--- src/rtl/cpd_pkg.sv ---
package cpd_pkg;

  typedef enum logic [1:0] {
    PK_BURST = 2'd0,
    PK_PAIR  = 2'd1,
    PK_NOP   = 2'd2,
    PK_OPER  = 2'd3
  } pkind_e;

  typedef enum logic [2:0] {
    ST_HDR,
    ST_BURST,
    ST_PAIR_A,
    ST_PAIR_B,
    ST_OPER
  } pstate_e;

  typedef struct packed {
    logic        is_fill;
    pkind_e      kind;
    logic [14:0] cnt;
    logic [15:0] base;
    logic [10:0] idx_a;
    logic [10:0] idx_b;
    logic [7:0]  opc;
  } hdr_t;

endpackage

--- src/rtl/cpd_hdr_decode.sv ---
module cpd_hdr_decode
  import cpd_pkg::*;
(
  input  logic [31:0] word,
  output hdr_t        hdr
);
  always_comb begin
    hdr.is_fill = (word == 32'd0);
    hdr.kind    = pkind_e'(word[31:30]);
    hdr.cnt     = {1'b0, word[29:16]} + 15'd1;
    hdr.base    = word[15:0];
    hdr.idx_a   = word[10:0];
    hdr.idx_b   = word[21:11];
    hdr.opc     = word[15:8];
  end
endmodule

--- src/rtl/cpd_seq.sv ---
module cpd_seq
  import cpd_pkg::*;
#(
  parameter int         RF_DEPTH = 1024,
  parameter logic [7:0] OPC_IB   = 8'h10,
  parameter logic [7:0] OPC_EVT  = 8'h20,
  parameter logic [7:0] OPC_DRAW = 8'h30
) (
  input  logic        clk,
  input  logic        rst_n,
  input  logic        acc,
  input  logic [31:0] word,
  input  hdr_t        hdr,
  input  logic [2:0]  xlat_seg,
  output logic        rf_we,
  output logic [15:0] rf_idx,
  output logic [31:0] rf_data,
  output logic        ib_req,
  output logic [31:0] ib_addr,
  output logic [31:0] ib_len,
  output logic        mw_en,
  output logic [31:0] mw_addr,
  output logic [31:0] mw_data,
  output logic        draw_en,
  output logic [15:0] draw_count,
  output logic [5:0]  draw_prim,
  output logic [1:0]  draw_src,
  output logic        pkt_done,
  output logic [15:0] pkt_words
);
  localparam logic [16:0] RF_LIM = 17'(RF_DEPTH);

  pstate_e     st_q;
  logic [16:0] idx_q;
  logic [10:0] idx_b_q;
  logic [14:0] left_q;
  logic [14:0] slot_q;
  logic [7:0]  opc_q;
  logic [31:0] w0_q;
  logic [29:0] w1_q;
  logic [15:0] cnt_q;

  wire last_w = (left_q == 15'd1);

  always_ff @(posedge clk) begin
    if (!rst_n) begin
      st_q <= ST_HDR; idx_q <= '0; idx_b_q <= '0; left_q <= '0; slot_q <= '0;
      opc_q <= '0; w0_q <= '0; w1_q <= '0; cnt_q <= '0;
      rf_we <= 1'b0; rf_idx <= '0; rf_data <= '0;
      ib_req <= 1'b0; ib_addr <= '0; ib_len <= '0;
      mw_en <= 1'b0; mw_addr <= '0; mw_data <= '0;
      draw_en <= 1'b0; draw_count <= '0; draw_prim <= '0; draw_src <= '0;
      pkt_done <= 1'b0; pkt_words <= '0;
    end else begin
      rf_we <= 1'b0; ib_req <= 1'b0; mw_en <= 1'b0; draw_en <= 1'b0;
      pkt_done <= 1'b0;
      if (acc) begin
        cnt_q <= cnt_q + 16'd1;
        unique case (st_q)
          ST_HDR: begin
            cnt_q <= 16'd1;
            if (hdr.is_fill || hdr.kind == PK_NOP) begin
              pkt_done <= 1'b1; pkt_words <= 16'd1;
            end else if (hdr.kind == PK_BURST) begin
              idx_q <= {1'b0, hdr.base}; left_q <= hdr.cnt; st_q <= ST_BURST;
            end else if (hdr.kind == PK_PAIR) begin
              idx_q <= {6'd0, hdr.idx_a}; idx_b_q <= hdr.idx_b; st_q <= ST_PAIR_A;
            end else begin
              opc_q <= hdr.opc; left_q <= hdr.cnt; slot_q <= '0; st_q <= ST_OPER;
            end
          end
          ST_BURST: begin
            if (idx_q < RF_LIM) begin
              rf_we <= 1'b1; rf_idx <= idx_q[15:0]; rf_data <= word;
            end
            idx_q  <= idx_q + 17'd1;
            left_q <= left_q - 15'd1;
            if (last_w) begin
              pkt_done <= 1'b1; pkt_words <= cnt_q + 16'd1; st_q <= ST_HDR;
            end
          end
          ST_PAIR_A: begin
            if (idx_q < RF_LIM) begin
              rf_we <= 1'b1; rf_idx <= idx_q[15:0]; rf_data <= word;
            end
            st_q <= ST_PAIR_B;
          end
          ST_PAIR_B: begin
            if ({6'd0, idx_b_q} < RF_LIM) begin
              rf_we <= 1'b1; rf_idx <= {5'd0, idx_b_q}; rf_data <= word;
            end
            pkt_done <= 1'b1; pkt_words <= cnt_q + 16'd1; st_q <= ST_HDR;
          end
          ST_OPER: begin
            slot_q <= slot_q + 15'd1;
            left_q <= left_q - 15'd1;
            if (slot_q == 15'd0) w0_q <= word;
            if (slot_q == 15'd1) begin
              w1_q <= word[31:2];
              if (opc_q == OPC_IB) begin
                ib_req <= 1'b1; ib_addr <= w0_q; ib_len <= word;
              end
              if (opc_q == OPC_DRAW) begin
                draw_en <= 1'b1; draw_count <= word[31:16];
                draw_prim <= word[5:0]; draw_src <= word[7:6];
              end
            end
            if (slot_q == 15'd2 && opc_q == OPC_EVT) begin
              mw_en   <= 1'b1;
              mw_addr <= {w1_q, 2'b00} + {xlat_seg, 29'd0};
              mw_data <= word;
            end
            if (last_w) begin
              pkt_done <= 1'b1; pkt_words <= cnt_q + 16'd1; st_q <= ST_HDR;
            end
          end
          default: st_q <= ST_HDR;
        endcase
      end
    end
  end

  AST_FILL_ONE_WORD: assert property (@(posedge clk) disable iff (!rst_n)
    (acc && st_q == ST_HDR && word == 32'd0) |=> (pkt_done && pkt_words == 16'd1));
  AST_BURST_NOT_DONE: assert property (@(posedge clk) disable iff (!rst_n)
    (acc && st_q == ST_HDR && word != 32'd0 && word[31:30] == 2'd0) |=> !pkt_done);
  AST_NOP_ONE_WORD: assert property (@(posedge clk) disable iff (!rst_n)
    (acc && st_q == ST_HDR && word != 32'd0 && word[31:30] == 2'd2)
      |=> (pkt_done && pkt_words == 16'd1 && !rf_we));
  AST_RF_IN_RANGE: assert property (@(posedge clk) disable iff (!rst_n)
    rf_we |-> ({1'b0, rf_idx} < RF_LIM));
  AST_ONE_ACTION: assert property (@(posedge clk) disable iff (!rst_n)
    $onehot0({rf_we, ib_req, mw_en, draw_en}));
  AST_MW_ALIGNED: assert property (@(posedge clk) disable iff (!rst_n)
    mw_en |-> (mw_addr[1:0] == 2'b00));
  AST_IDLE_QUIET: assert property (@(posedge clk) disable iff (!rst_n)
    (!acc && st_q == ST_HDR) |=> !pkt_done);
endmodule

--- src/rtl/cmd_pkt_decoder.sv ---
module cmd_pkt_decoder
  import cpd_pkg::*;
#(
  parameter int         RF_DEPTH = 1024,
  parameter logic [7:0] OPC_IB   = 8'h10,
  parameter logic [7:0] OPC_EVT  = 8'h20,
  parameter logic [7:0] OPC_DRAW = 8'h30
) (
  input  logic        clk,
  input  logic        rst_n,
  input  logic        in_valid,
  output logic        in_ready,
  input  logic [31:0] in_word,
  input  logic [2:0]  xlat_seg,
  output logic        rf_we,
  output logic [15:0] rf_idx,
  output logic [31:0] rf_data,
  output logic        ib_req,
  output logic [31:0] ib_addr,
  output logic [31:0] ib_len,
  output logic        mw_en,
  output logic [31:0] mw_addr,
  output logic [31:0] mw_data,
  output logic        draw_en,
  output logic [15:0] draw_count,
  output logic [5:0]  draw_prim,
  output logic [1:0]  draw_src,
  output logic        pkt_done,
  output logic [15:0] pkt_words
);
  hdr_t hdr;
  logic rdy_q;
  logic acc;

  always_ff @(posedge clk) begin
    if (!rst_n) rdy_q <= 1'b0;
    else        rdy_q <= 1'b1;
  end

  assign in_ready = rdy_q;
  assign acc      = in_valid & rdy_q;

  cpd_hdr_decode u_hdr (.word(in_word), .hdr(hdr));

  cpd_seq #(
    .RF_DEPTH(RF_DEPTH), .OPC_IB(OPC_IB), .OPC_EVT(OPC_EVT), .OPC_DRAW(OPC_DRAW)
  ) u_seq (
    .clk(clk), .rst_n(rst_n), .acc(acc), .word(in_word), .hdr(hdr),
    .xlat_seg(xlat_seg),
    .rf_we(rf_we), .rf_idx(rf_idx), .rf_data(rf_data),
    .ib_req(ib_req), .ib_addr(ib_addr), .ib_len(ib_len),
    .mw_en(mw_en), .mw_addr(mw_addr), .mw_data(mw_data),
    .draw_en(draw_en), .draw_count(draw_count), .draw_prim(draw_prim),
    .draw_src(draw_src), .pkt_done(pkt_done), .pkt_words(pkt_words)
  );

  AST_READY_AFTER_RESET: assert property (@(posedge clk) disable iff (!rst_n)
    $past(rst_n) |-> in_ready);
endmodule

--- config.mk ---
export PLATFORM = sky130hd
export DESIGN_NAME = cmd_pkt_decoder
export DESIGN_NICKNAME = d
export VERILOG_FILES = /design/src/rtl/cpd_pkg.sv /design/src/rtl/cpd_hdr_decode.sv /design/src/rtl/cpd_seq.sv /design/src/rtl/cmd_pkt_decoder.sv
export SDC_FILE = /design/constraint.sdc
export NUM_CORES = 1
export LEC_CHECK = 0
export CAP_MARGIN = 25
export CORE_MARGIN = 1.5
export CORE_UTILIZATION = 53
export DETAILED_ROUTE_END_ITERATION = 7
export HOLD_SLACK_MARGIN = 0.06
export PLACE_DENSITY = 0.8
export SLEW_MARGIN = 20
export SYNTH_ARGS = -nofsm -noshare
export SYNTH_HDL_FRONTEND = slang
export SYNTH_SLANG_ARGS = --single-unit
--- constraint.sdc ---
create_clock -name clk -period 3.4 [get_ports clk]
set_input_delay 0.68 -clock clk [delete_from_list [all_inputs] [get_ports clk]]
set_output_delay 0.68 -clock clk [all_outputs]
set_load 0.1 [all_outputs]
After elaboration in Yosys (flattened, before gate mapping)
Cells that the tools add are included.
{"block": "word_totals", "elab_cells": 124, "regBits": 369, "latchBits": 0, "mem_bits_ro": 0, "mem_bits_rw": 0, "output_inout_bits": 222, "memories": 0}
{"block": "op_classes", "n_eq_ne": 21, "n_addsub": 6, "n_lt_le_gt_ge": 2, "n_mul": 0, "reduce_logical": 29, "bitwise_logic": 4, "div_mod_pow": 0, "muxes": 37, "shift": 0}
{"operator": "$mux W15", "count": 6}
{"operator": "$mux W16", "count": 5}
{"operator": "$mux W32", "count": 2}
{"operator": "$pmux W32 S2", "count": 1}
{"operator": "$pmux W15 S2", "count": 2}
{"operator": "$mux W17", "count": 3}
{"operator": "$pmux W16 S3", "count": 1}
{"operator": "$pmux W17 S2", "count": 1}
{"operator": "$add A32 B32 Y32", "count": 1}
{"operator": "$logic_not A32 Y1", "count": 1}
{"operator": "$pmux W16 S2", "count": 1}
{"operator": "$eq A15 B1 Y1 const B", "count": 2}
{"operator": "$reduce_and A4 Y1", "count": 7}
{"operator": "$add A17 B1 Y17 const B", "count": 1}
{"operator": "$lt A17 B11 Y1 const B", "count": 1}
{"operator": "$add A16 B1 Y16 const B", "count": 1}
{"operator": "$eq A8 B6 Y1 const B", "count": 2}
{"operator": "$add A14 B1 Y15 const B", "count": 1}
{"operator": "$add A15 B1 Y15 const B", "count": 1}
{"operator": "$eq A15 B2 Y1 const B", "count": 1}
{"operator": "$logic_not A15 Y1", "count": 1}
{"operator": "$reduce_and A3 Y1", "count": 5}
{"operator": "$reduce_and A5 Y1", "count": 3}
{"operator": "$sub A15 B1 Y15 const B", "count": 1}
{"operator": "26 further kinds", "count": 48}

Longest topological paths before layout
{"block": "depth", "depth_word": 5, "mapped_depth": 10, "mapped_depth_nobuf": 8}

Cells and area by module
A second synthesis with hierarchy kept.
{"block": "unflattened", "cells_unflattened": 1794, "hier_area_um2": 15533.6}
{"module": "cpd_seq", "n_inst": 1, "area_each_um2": 14797.9, "cells_per_inst": 1694, "seq_area_each_um2": 7327.0}
{"module": "cpd_hdr_decode", "n_inst": 1, "area_each_um2": 709.4, "cells_per_inst": 98, "seq_area_each_um2": 0.0}
{"module": "cmd_pkt_decoder", "n_inst": 1, "area_each_um2": 26.3, "cells_per_inst": 2, "seq_area_each_um2": 20.0}

Worst setup path after synthesis
No wires, ideal clock.
{"block": "synth_timing", "kind": "flip-flop to flip-flop", "from": "reg rdy_q (netlist: in_ready)", "to": "reg u_seq.ib_addr[0]", "path_buffers": 2, "t_arrival_ns": 2.635, "period_less_slack_ns": 2.767, "path_slack_ns": 0.633, "stages_incl_launch_ff": 9, "setup_ns": 0.132, "required_ns": 3.268, "path_cell_list": "dfxtp_1 > nand2_1 > nor2_4 > nand4_1 > or3_1 > clkbuf_1 > clkbuf_1 > nand2_1 > a21oi_1"}
{"block": "synth_via", "elab_chain_cells": 2}
{"element": "from (decl)", "line_no": "cmd_pkt_decoder.sv:32", "source": "logic rdy_q;"}
{"element": "from (signal assigned)", "line_no": "cmd_pkt_decoder.sv:36", "source": "if (!rst_n) rdy_q <= 1'b0;"}
{"element": "from (signal assigned)", "line_no": "cmd_pkt_decoder.sv:37", "source": "else rdy_q <= 1'b1;"}
{"element": "$and A1 B1 Y1", "line_no": "cmd_pkt_decoder.sv:41", "source": "assign acc = in_valid & rdy_q;"}
{"element": "$reduce_and A4 Y1 (no line)"}
{"element": "to (signal assigned)", "line_no": "cpd_seq.sv:50", "source": "ib_req <= 1'b0; ib_addr <= '0; ib_len <= '0;"}
{"element": "to (signal assigned)", "line_no": "cpd_seq.sv:101", "source": "ib_req <= 1'b1; ib_addr <= w0_q; ib_len <= word;"}
{"element": "to (decl)", "line_no": "cpd_seq.sv:19", "source": "output logic [31:0] ib_addr,"}
No other way between the ends.
A chain may end at the register's enable or synchronous reset.

Final worst setup path
{"block": "layout_timing", "from": "in in_word[15]", "to": "reg u_seq.pkt_words[4]"}
{"block": "layout_via", "elab_chain_cells": 4}
{"element": "from (decl)", "line_no": "cmd_pkt_decoder.sv:13", "source": "input logic [31:0] in_word,"}
{"element": "$logic_not A32 Y1", "line_no": "cpd_hdr_decode.sv:8", "source": "hdr.is_fill = (word == 32'd0);"}
{"element": "$logic_or A1 B1 Y1", "line_no": "cpd_seq.sv:62", "source": "if (hdr.is_fill || hdr.kind == PK_NOP) begin"}
{"element": "$ne A2 B1 Y1 (no line)"}
{"element": "$reduce_and A4 Y1 (no line)"}
{"element": "to (signal assigned)", "line_no": "cpd_seq.sv:53", "source": "pkt_done <= 1'b0; pkt_words <= '0;"}
{"element": "to (signal assigned)", "line_no": "cpd_seq.sv:63", "source": "pkt_done <= 1'b1; pkt_words <= 16'd1;"}
{"element": "to (signal assigned)", "line_no": "cpd_seq.sv:79", "source": "pkt_done <= 1'b1; pkt_words <= cnt_q + 16'd1; st_q <= ST_HDR;"}
{"element": "to (decl)", "line_no": "cpd_seq.sv:29", "source": "output logic [15:0] pkt_words"}
No other way between the ends.

==> flow_summary.toml <==
[placement]
portBuffers = 257
hpwl_um = 32540
dpl.cell_count = 2469
place_congestion = 0.9139

[setup_path]
timing.rr.start = "u_seq.left_q[8]"
r2r_end = "u_seq.pkt_words[1]"
crit_buf_inv = 2
arrival_ns = 3.35
slowest_delay_ns = 0.89
start_kind = "primary input"
critPathSlowestCell = "nor4_1"
required_ns = 3.77
critPathKind = "in -> reg"
rr_worst_depth = 6
crit_family = "simple AND/OR/NAND/NOR gates"
rrSetupSlack_ns = 0.64
crit_path_start = "in_word[15]"
crit_path_end = "u_seq.pkt_words[4]"
crit_fanout = 16
crit_path_end_kind = "register"
cp_num_cells = 8
path_cells = "clkdlybuf4s50_1 -> nor4_1 -> nand4_1 -> nor2_1 -> nor3_1 -> a2111oi_4 -> buf_12 -> o22ai_1"

[outcome]
run_status = "completed"

[grt]
gr-usage-met1 = 0.4076
grt_pass1_vias = 13570
antenna_found_initial = 4
met2_usage = 0.5251
grt_pass1_wl_um = 75640
met3_usage = 0.1127
busiest_layer = "met2"
track_usage = 0.3348
grt_max_degree = 119
gr-total-overflow = 0

[cts]
cts.sinks = 367
clk_latency_ns = 0.53
cts_buffers = 38
cts_root_buf = "clkbuf_16"
htreeDepth = 2
post_cts_buffers = 0
cts_tree = "built"
hold_buffers = 0
cts_buffer_depth = 3
postCtsResizedCells = 0
clkSlewWorstSetupHoldPaths_ns = 0.06

[synth]
synth_xor_area_frac = 0.02049
ys_ff_latch = 367
synth_top_family_by_area = "simple AND/OR/NAND/NOR gates"
seq_area_frac_synth = 0.4911
synth_edf_count = 0
yosys.cell_types.count = 70
muxShareOfSynthArea = 0.01271
async_reset_ff_frac = 0
synthSimpleGateAreaFrac = 0.2484
synth_fa_ha_area_frac = 0.01054
syn_avg_cell_area_sq_um = 7.779
syn_area_sq_mm = 0.01496
synthCells = 1923
ys.warnings.count = 0
synth_ff_type = "dfxtp_1"
synth_compound_area_frac = 0.1690

[finish]
final_cell_mix = "593 x nand2_1, 367 x dfxtp_1, 294 x a21oi_1"
n_fill_cell = 2250
final_common_cell = "nand2_1"
areaGrowthSynthToFinish_pct = 26.46
multi_input_comb_area_sq_mm = 0.006938
layout.nets = 2181
register_area_sq_mm = 0.007347
layout-drive-gt1-share = 0.1230
layout.cells.non_filler = 2534

[timing]
worst-slew-pin-transition_ns = 1.046
slew_viol_final = 0
fin_crit_ns = 2.972
rsz0062_at_grt = "no"
maxSlewHeadroom = 0.2962
hold_slack_ns = 0.4521
fmaxAchievable_ghz = 0.3365
post-route-period-util = 0.8741
setup_violations = 0
fin_tns_setup_ns = 0
hold_viol = 0
finClkSkew_ns = 0.01960

[floorplanning]
die_area_sq_mm = 0.02924
boundaryPins = 260
die_w_um = 171.0
start_util = 0.5385
rows = 61
dieHeight_um = 171.0
core_sq_mm = 0.02778

[hold_path]
worstHoldStart = "u_seq.ib_addr[17]"
hold_path_depth = 2
hp-class = "reg -> reg"

[drt]
wl_per_cell_um = 19.56
num_vias = 14720
routed_wl_um = 49580
drt_iter0_drc = 1526
drc_errors = 0
avgViaCountPerCell = 5.807
antenna_left = 0
first_pass_iters = 5

[power_and_ir_drop]
peakVddDrop_mv = 0.4811
seq_power_share = 0.480
power_switching_mw = 2.212
p_clk_frac = 0.446
cellInternalPower_mw = 6.912
power_density_mw_per_mm2 = 482.3
cellLeakagePower_nw = 6.790
pwr-share-comb = 0.075
switching_share = 0.2424

[run]
cap_violations = 0
[metal layers]
metal  part of all wire  routed length, um
met5             0.0012                 58
met4              0.055               2706
met3               0.11               5353
met2               0.45              22510
met1               0.38              18950
[Yosys cell counts (5+ instances only)]
library cell	instances	area share
nand2_1	593	0.15
dfxtp_1	367	0.49
a21oi_1	294	0.098
clkbuf_1	136	0.034
nor2_1	108	0.027
nand3_1	48	0.016
o21ai_1	28	0.0094
nor4_1	24	0.010
nor3_1	21	0.0070
o21ai_0	20	0.0067
xnor2_1	20	0.012
mux2i_1	19	0.013
and3_1	16	0.0067
buf_2	15	0.0050
inv_1	15	0.0038
xor2_1	15	0.0088
or3_1	13	0.0054
a311oi_1	12	0.0070
nand4_1	12	0.0050
ha_1	11	0.0092
o22ai_1	10	0.0042
o31ai_1	10	0.0050
o22ai_2	7	0.0059
a211oi_1	6	0.0030
a22oi_1	6	0.0030
and2_1	6	0.0025
o211ai_1	6	0.0030
a221oi_1	5	0.0029
nand3b_1	5	0.0025
or4_1	5	0.0025
[state kept, by name (all words and copies together), names as in the netlist, 2 cells and up]
register	count
u_seq.draw_prim	6
u_seq.w1_q	30
u_seq.st_q	3
u_seq.slot_q	15
u_seq.mw_data	32
u_seq.ib_addr	32
u_seq.idx_b_q	11
u_seq.draw_count	16
u_seq.opc_q	8
u_seq.idx_q	17
u_seq.pkt_words	16
u_seq.mw_addr	30
u_seq.rf_data	32
u_seq.left_q	15
u_seq.rf_idx	16
u_seq.w0_q	32
u_seq.draw_src	2
u_seq.cnt_q	16
u_seq.ib_len	32
[how the worst min path moves through the flow]
stage / end / slack, ns
4_1_cts: u_seq.w0_q[27] / 0.45
6_report: u_seq.ib_addr[17] / 0.45
5_1_grt: u_seq.mw_data[27] / 0.46
3_3_place_gp: u_seq.w0_q[20] / 0.44
3_5_place_dp: u_seq.draw_prim[2] / 0.44
2_1_floorplan: u_seq.left_q[5] / 0.43
[power by group through the flow]
stage | logic [mW] | clock network (mW) | registers (mW)
after floorplan | 0.357 | 0 | 4.52
after global placement | 0.654 | 0 | 4.47
after detailed placement | 0.660 | 0 | 4.47
after CTS | 0.664 | 4.09 | 4.38
after global routing | 0.716 | 4.27 | 4.38
final | 0.680 | 4.06 | 4.38
[through the flow]
step	total power [mW]	util	instance area (sq um)	worst slack, ns
2_1_floorplan	4.877	-	14960	0.6330
6_report	9.124	0.6810	18920	0.4280
3_3_place_gp	5.124	0.6378	17720	-0.01354
5_1_grt	9.365	0.6809	18920	0.2927
3_5_place_dp	5.132	0.6378	17720	-0.08739
4_1_cts	9.127	0.6807	18910	0.4315
[worst min-delay path, cell delays in order (launching register included)]
cell and delay [ns]:
dfxtp_1 0.31, nand2_1 0.05, a21oi_1 0.05
[kinds of logic (layout without fill, tap and decap cells)]
group | after synthesis | in the layout
AND/OR/NAND/NOR | 877 | 877
AO/OA/AOI/OAI | 436 | 436
multiplexers | 19 | 19
flip-flops | 367 | 367
other | 1 | 3
buffers and inverters | 176 | 407
XOR/XNOR | 35 | 35
adder cells (fa/ha/maj) | 12 | 12
[cell type report]
type / count / area share
Sequential cell: 367 / 0.3884
Multi-Input combinational cell: 1381 / 0.3667
Timing Repair Buffer: 326 / 0.1529
Clock buffer: 55 / 0.05522
Tap cell: 378 / 0.02500
Clock inverter: 9 / 0.007870
Inverter: 17 / 0.003770
Antenna cell: 1 / 0.0001323
Power figures use the tool's default switching activity.
